`src/rtl/mbx_pkg.sv`:
```
package mbx_pkg;
  localparam int CMD_W  = 64;
  localparam int WORD_W = 32;
  localparam int ID_W   = 10;
  localparam int ADDR_W = 16;
  localparam int NBYTES = WORD_W / 8;

  typedef enum logic [2:0] {
    ST_IDLE,
    ST_RD_REQ,
    ST_RD_WAIT,
    ST_WR_REQ,
    ST_WR_WAIT
  } mbx_state_e;

  typedef struct packed {
    logic              act;
    logic              bad_core;
    logic [ID_W-1:0]   core;
    logic [ADDR_W-1:0] addr;
    logic [NBYTES-1:0] keep;
    logic [WORD_W-1:0] pay;
  } mbx_op_t;
endpackage

```
`src/rtl/mbx_cmd_decode.sv`:
```
module mbx_cmd_decode
  import mbx_pkg::*;
#(
  parameter int              NUM_CORES = 4,
  parameter int              OFS_W     = 12,
  parameter logic [OFS_W-1:0] MBX_OFS  = 12'h100,
  parameter logic [OFS_W-1:0] ANY_OFS  = 12'h108,
  parameter logic [ADDR_W-1:0] MBX_BASE = 16'h0000
) (
  input  logic [CMD_W-1:0] cmd,
  input  logic [OFS_W-1:0] offset,
  input  logic             is64,
  output mbx_op_t          op
);
  localparam int              KEEP_LSB = 27;
  localparam int              ID_LSB   = 16;
  localparam logic [ID_W:0]   CORE_LIM = (ID_W+1)'(NUM_CORES);
  localparam logic [ADDR_W-1:0] MBX_WIN = MBX_BASE + 16'h0020;

  logic              is_mbx, is_any;
  logic [ID_W-1:0]   core_id;
  logic [ADDR_W-1:0] mbx_addr;
  logic              unused_spare;

  assign is_mbx       = is64 && (offset == MBX_OFS);
  assign is_any       = is64 && (offset == ANY_OFS);
  assign core_id      = cmd[ID_LSB +: ID_W];
  assign mbx_addr     = MBX_WIN + {11'b0, cmd[4:2], 2'b00};
  assign unused_spare = cmd[31] ^ cmd[26];

  always_comb begin
    op          = '0;
    op.act      = is_mbx || is_any;
    op.core     = core_id;
    op.bad_core = ({1'b0, core_id} >= CORE_LIM);
    op.addr     = is_mbx ? mbx_addr : cmd[ADDR_W-1:0];
    op.keep     = cmd[KEEP_LSB +: NBYTES];
    op.pay      = cmd[CMD_W-1 -: WORD_W];
  end
endmodule

```
`src/rtl/mbx_byte_merge.sv`:
```
module mbx_byte_merge
  import mbx_pkg::*;
(
  input  logic [WORD_W-1:0] old_word,
  input  logic [WORD_W-1:0] new_word,
  input  logic [NBYTES-1:0] keep,
  output logic [WORD_W-1:0] merged
);
  for (genvar b = 0; b < NBYTES; b++) begin : g_byte
    assign merged[8*b +: 8] = keep[b] ? old_word[8*b +: 8] : new_word[8*b +: 8];
  end
endmodule

```
`src/rtl/mbx_rmw_seq.sv`:
```
module mbx_rmw_seq
  import mbx_pkg::*;
(
  input  logic              clk,
  input  logic              rst_n,
  input  logic              take,
  input  mbx_op_t           op,
  input  logic              req_ready,
  input  logic              rsp_valid,
  input  logic [WORD_W-1:0] merged,
  output logic              idle,
  output logic              req_valid,
  output logic              req_write,
  output logic [ID_W-1:0]   req_core,
  output logic [ADDR_W-1:0] req_addr,
  output logic [WORD_W-1:0] req_wdata,
  output logic [WORD_W-1:0] pay_q,
  output logic [NBYTES-1:0] keep_q,
  output logic              res_valid,
  output logic              res_err
);
  mbx_state_e st;

  assign idle      = (st == ST_IDLE);
  assign req_valid = (st == ST_RD_REQ) || (st == ST_WR_REQ);
  assign req_write = (st == ST_WR_REQ);

  always_ff @(posedge clk) begin
    if (!rst_n) begin
      st        <= ST_IDLE;
      req_core  <= '0;
      req_addr  <= '0;
      req_wdata <= '0;
      pay_q     <= '0;
      keep_q    <= '0;
      res_valid <= 1'b0;
      res_err   <= 1'b0;
    end else begin
      res_valid <= 1'b0;
      res_err   <= 1'b0;
      unique case (st)
        ST_IDLE: begin
          if (take && op.act) begin
            if (op.bad_core) begin
              res_valid <= 1'b1;
              res_err   <= 1'b1;
            end else begin
              req_core  <= op.core;
              req_addr  <= op.addr;
              pay_q     <= op.pay;
              keep_q    <= op.keep;
              req_wdata <= op.pay;
              st        <= (op.keep != '0) ? ST_RD_REQ : ST_WR_REQ;
            end
          end
        end
        ST_RD_REQ:  if (req_ready) st <= ST_RD_WAIT;
        ST_RD_WAIT: begin
          if (rsp_valid) begin
            req_wdata <= merged;
            st        <= ST_WR_REQ;
          end
        end
        ST_WR_REQ:  if (req_ready) st <= ST_WR_WAIT;
        ST_WR_WAIT: begin
          if (rsp_valid) begin
            res_valid <= 1'b1;
            st        <= ST_IDLE;
          end
        end
        default: st <= ST_IDLE;
      endcase
    end
  end
endmodule

```
`src/rtl/mbx_remote_writer.sv`:
```
module mbx_remote_writer
  import mbx_pkg::*;
#(
  parameter int               NUM_CORES = 4,
  parameter int               OFS_W     = 12,
  parameter logic [OFS_W-1:0] MBX_OFS   = 12'h100,
  parameter logic [OFS_W-1:0] ANY_OFS   = 12'h108,
  parameter logic [15:0]      MBX_BASE  = 16'h0000
) (
  input  logic             clk,
  input  logic             rst_n,
  input  logic             cmd_valid,
  output logic             cmd_ready,
  input  logic [OFS_W-1:0] cmd_offset,
  input  logic             cmd_is64,
  input  logic [63:0]      cmd_data,
  output logic             busy,
  output logic             res_valid,
  output logic             res_err,
  output logic             req_valid,
  input  logic             req_ready,
  output logic             req_write,
  output logic [9:0]       req_core,
  output logic [15:0]      req_addr,
  output logic [31:0]      req_wdata,
  input  logic             rsp_valid,
  input  logic [31:0]      rsp_rdata
);
  mbx_op_t           op;
  logic              idle;
  logic [WORD_W-1:0] pay_q, merged;
  logic [NBYTES-1:0] keep_q;

  assign cmd_ready = idle;
  assign busy      = !idle;

  mbx_cmd_decode #(
    .NUM_CORES(NUM_CORES), .OFS_W(OFS_W), .MBX_OFS(MBX_OFS),
    .ANY_OFS(ANY_OFS), .MBX_BASE(MBX_BASE)
  ) u_dec (
    .cmd(cmd_data), .offset(cmd_offset), .is64(cmd_is64), .op(op)
  );

  mbx_byte_merge u_merge (
    .old_word(rsp_rdata), .new_word(pay_q), .keep(keep_q), .merged(merged)
  );

  mbx_rmw_seq u_seq (
    .clk(clk), .rst_n(rst_n), .take(cmd_valid && cmd_ready), .op(op),
    .req_ready(req_ready), .rsp_valid(rsp_valid), .merged(merged),
    .idle(idle), .req_valid(req_valid), .req_write(req_write),
    .req_core(req_core), .req_addr(req_addr), .req_wdata(req_wdata),
    .pay_q(pay_q), .keep_q(keep_q), .res_valid(res_valid), .res_err(res_err)
  );
endmodule

```
`config.mk`:
```
export PLATFORM = sky130hd
export DESIGN_NAME = mbx_remote_writer
export DESIGN_NICKNAME = d
export VERILOG_FILES = /design/src/rtl/mbx_pkg.sv /design/src/rtl/mbx_cmd_decode.sv /design/src/rtl/mbx_byte_merge.sv /design/src/rtl/mbx_rmw_seq.sv /design/src/rtl/mbx_remote_writer.sv
export SDC_FILE = /design/constraint.sdc
export NUM_CORES = 1
export LEC_CHECK = 0
export BUFFER_PORTS_ARGS = -buffer_cell sky130_fd_sc_hd__buf_2
export CAP_MARGIN = 5
export CORE_UTILIZATION = 50
export DETAILED_ROUTE_END_ITERATION = 10
export GPL_ROUTABILITY_DRIVEN = 0
export PLACE_DENSITY = 0.77
export SETUP_SLACK_MARGIN = 0.05
export SLEW_MARGIN = 5
export SYNTH_ARGS = -nofsm -noshare
export SYNTH_HDL_FRONTEND = slang
export SYNTH_SLANG_ARGS = --single-unit
```
`constraint.sdc`:
```
create_clock -name clk -period 3.52 [get_ports clk]
set_input_delay 0.176 -clock clk [delete_from_list [all_inputs] [get_ports clk]]
set_output_delay 0.176 -clock clk [all_outputs]
set_load 0.02 [all_outputs]
```
==> metrics.csv <==
metric,value,unit
CTS tree,built,
DP Area,5479,µm²
Period minus WS final,2.310,ns
clk sinks,99,
setup TNS,0,ns
kind of critical path,reg -> reg,
final-report hold violation count,0,
fraction of layout cells with a size suffix above 1,30.38,%
hold crit path type,in -> reg,
# hold bufs at CTS,0,
# Max-Cap Violations,0,
largest net degree at the start of global routing,133,
f_max,432.9,MHz
Skew-Pair Late Insertion Delay,0.35,ns
most frequent cell after synthesis,dfxtp_1,
cell area after synthesis,4688,µm²
outcome,completed,
initial antenna violation count,0,
Via-to-Cell Ratio,5.665,
CP startpoint kind,flop,
die span in x,98.83,µm
CTS clock-pin slew for the worst setup and hold paths,0.10,ns
arrival time worst endpoint,2.58,ns
drt drc,0,
Cell Pwr Density,333.2,nW/µm²
number of synthesized flops with an enable pin,0,
diode count,0,
worst vdd ir,0.0001907,V
die footprint,9767,µm²
"reg-to-reg slack, setup",1.21,ns
"Net Count, Synth",637,
fin crit share,65.63,%
CTS H-tree lvls,3,
yosys warns,0,
Synth async-reset ratio,0,%
# nets final,774,
worst r2r src,u_seq.st[0],
Non-Filler Instances,773,
final instance area,5642,µm²
Detail Placement HPWL,8.128,mm
Wirelength per Cell,15.94,µm
Yosys reg bits,99,
crit path max fanout,29,
I/O pins,178,
Min-Delay Endpoint,u_seq.req_core[0],
most area-hungry cell type in the Yosys netlist,dfxtp_1,
Worst EP required,3.79,ns
Initial Util,52.73,%
Antenna Violating Nets Remaining,0,
Max Root-Sink Buffers,2,
Final Power,1.880,mW
"Avg Cell Area, Syn",8.964,µm²
hold wc startpoint,cmd_data[16],
core area,8891,µm²
root buffer cell,clkbuf_8,
DR vias,4379,
post_cts resized,0,
DR iter-0 viols,170,
Cell variety after synth,32,
Area contributors post-synth,"dfxtp_1, mux2i_1, a21boi_1, o21ai_0, nand2_1",
gr usage total,25.37,%
num rows,34,
Post-synth top cells,"dfxtp_1, nand2_1, mux2i_1",
RR Endpoint,u_seq.req_wdata[13],
die extent in y,98.83,µm
"worst slack, placed",1.214,ns
final core utilization,63.45,%
Final Setup Violations,0,
Leakage Power,2.403,nW
Final WS setup,1.210,ns
R2R cell count,5,
relative slew slack,20.29,%
Final Max Tran Viols,0,
Post-Route WL,12.32,mm
Hold Crit Depth,3,
Post-Place Cells,757,
final clock skew,0.01306,ns
sequential share of the synthesized area,42.27,%
vias in the first global route,4243,
Post-Synthesis Cells,523,
Synth top area share,42.27,%
Post-CTS Setup Bufs,0,
Worst Tran Pin Value,1.196,ns
Crit. End Element,flop,
Hold Slack,0.07082,ns
total grt overflow,0,
Pre-antenna DRT Iters,4,
ys flop type,dfxtp_1,
P&R area growth vs syn,20.34,%
Num CTS Buffers,9,
number of port buffers,175,
unrepaired setup endpoints after global routing,no,
first-pass GRT wire length,20.08,mm
## layout make-up
type | count | area [µm²]
clock buffers | 12 | 135.1
multi-input cells | 367 | 2431
inverters | 2 | 7.507
repair buffers | 181 | 923.4
well taps | 108 | 135.1
fillers | 797 | 3249
clock inverters | 4 | 27.53
flip-flops and latches | 99 | 1982
## cell families (layout without fill, tap and decap cells)
logic type | Yosys count | in the layout | synth area share [%]
buf+inv | 57 | 199 | 6.165
mux | 64 | 64 | 13.66
compound gates | 147 | 147 | 20.63
xor+xnor | 1 | 1 | 0.1869
flops | 99 | 99 | 42.27
simple gates | 155 | 155 | 17.08
## power breakdown
| part | switching (mW) | internal, mW | total, mW |
|---|---|---|---|
| combinational | 0.0553 | 0.0672 | 0.123 |
| clock | 0.381 | 0.257 | 0.639 |
| sequential | 0.000000840 | 1.12 | 1.12 |
| total | 0.437 | 1.44 | 1.88 |
## how the worst max path moves through the flow
stage	slack [ns]	cells past startpoint	to	startpoint
after CTS	1.20	5	u_seq.req_wdata[13]	u_seq.st[1]
after global routing	1.07	5	u_seq.req_wdata[13]	u_seq.st[0]
after global placement	1.29	5	u_seq.req_wdata[20]	u_seq.st[1]
after floorplan	1.87	5	u_seq.st[1]	u_seq.st[0]
after detailed placement	1.21	5	u_seq.req_wdata[13]	u_seq.st[1]
final	1.21	5	u_seq.req_wdata[13]	u_seq.st[0]
## placed cells by master, fill, tap and decap left out, drive strengths merged, types with 2 or more instances in the layout
cell type    n
mux2i       64
nand4b       3
and2         3
nor4         3
nand2b       2
a21oi        3
and3         9
buf        181
a21boi      55
o211ai      32
nor4b        4
inv          2
nand3       42
nand4       14
clkinvlp     3
clkbuf      12
nor3b        3
nand2       69
dfxtp       99
o21ai       54
## metal layers
metal | routed length (µm) | part of all wire, % | global-route usage (%) | vias up
li1 | - | - | - | 2159
met3 | 847 | 6.9 | 5.816 | 11
met4 | 138 | 1.1 | 6.774 | 0
met1 | 5408 | 44 | 32.14 | 2046
met2 | 5924 | 48 | 43.41 | 163
met5 | 0 | 0 | 0 | -
## worst max-delay path, cell delays in order (launching register included)
cell     delay, ns
dfxtp_1       0.55
nor4b_4       0.10
and4_4        0.33
a21oi_4       0.52
buf_4         0.46
mux2i_1       0.24
## registers in the layout, summed over array words and instances, names as in the netlist
register and cells:
u_seq.keep_q 4, u_seq.pay_q 32, u_seq.req_addr 16, u_seq.req_core 10, u_seq.req_wdata 32, u_seq.res_err 1
u_seq.res_valid 1, u_seq.st 3
(Power assumes the default switching activity.)
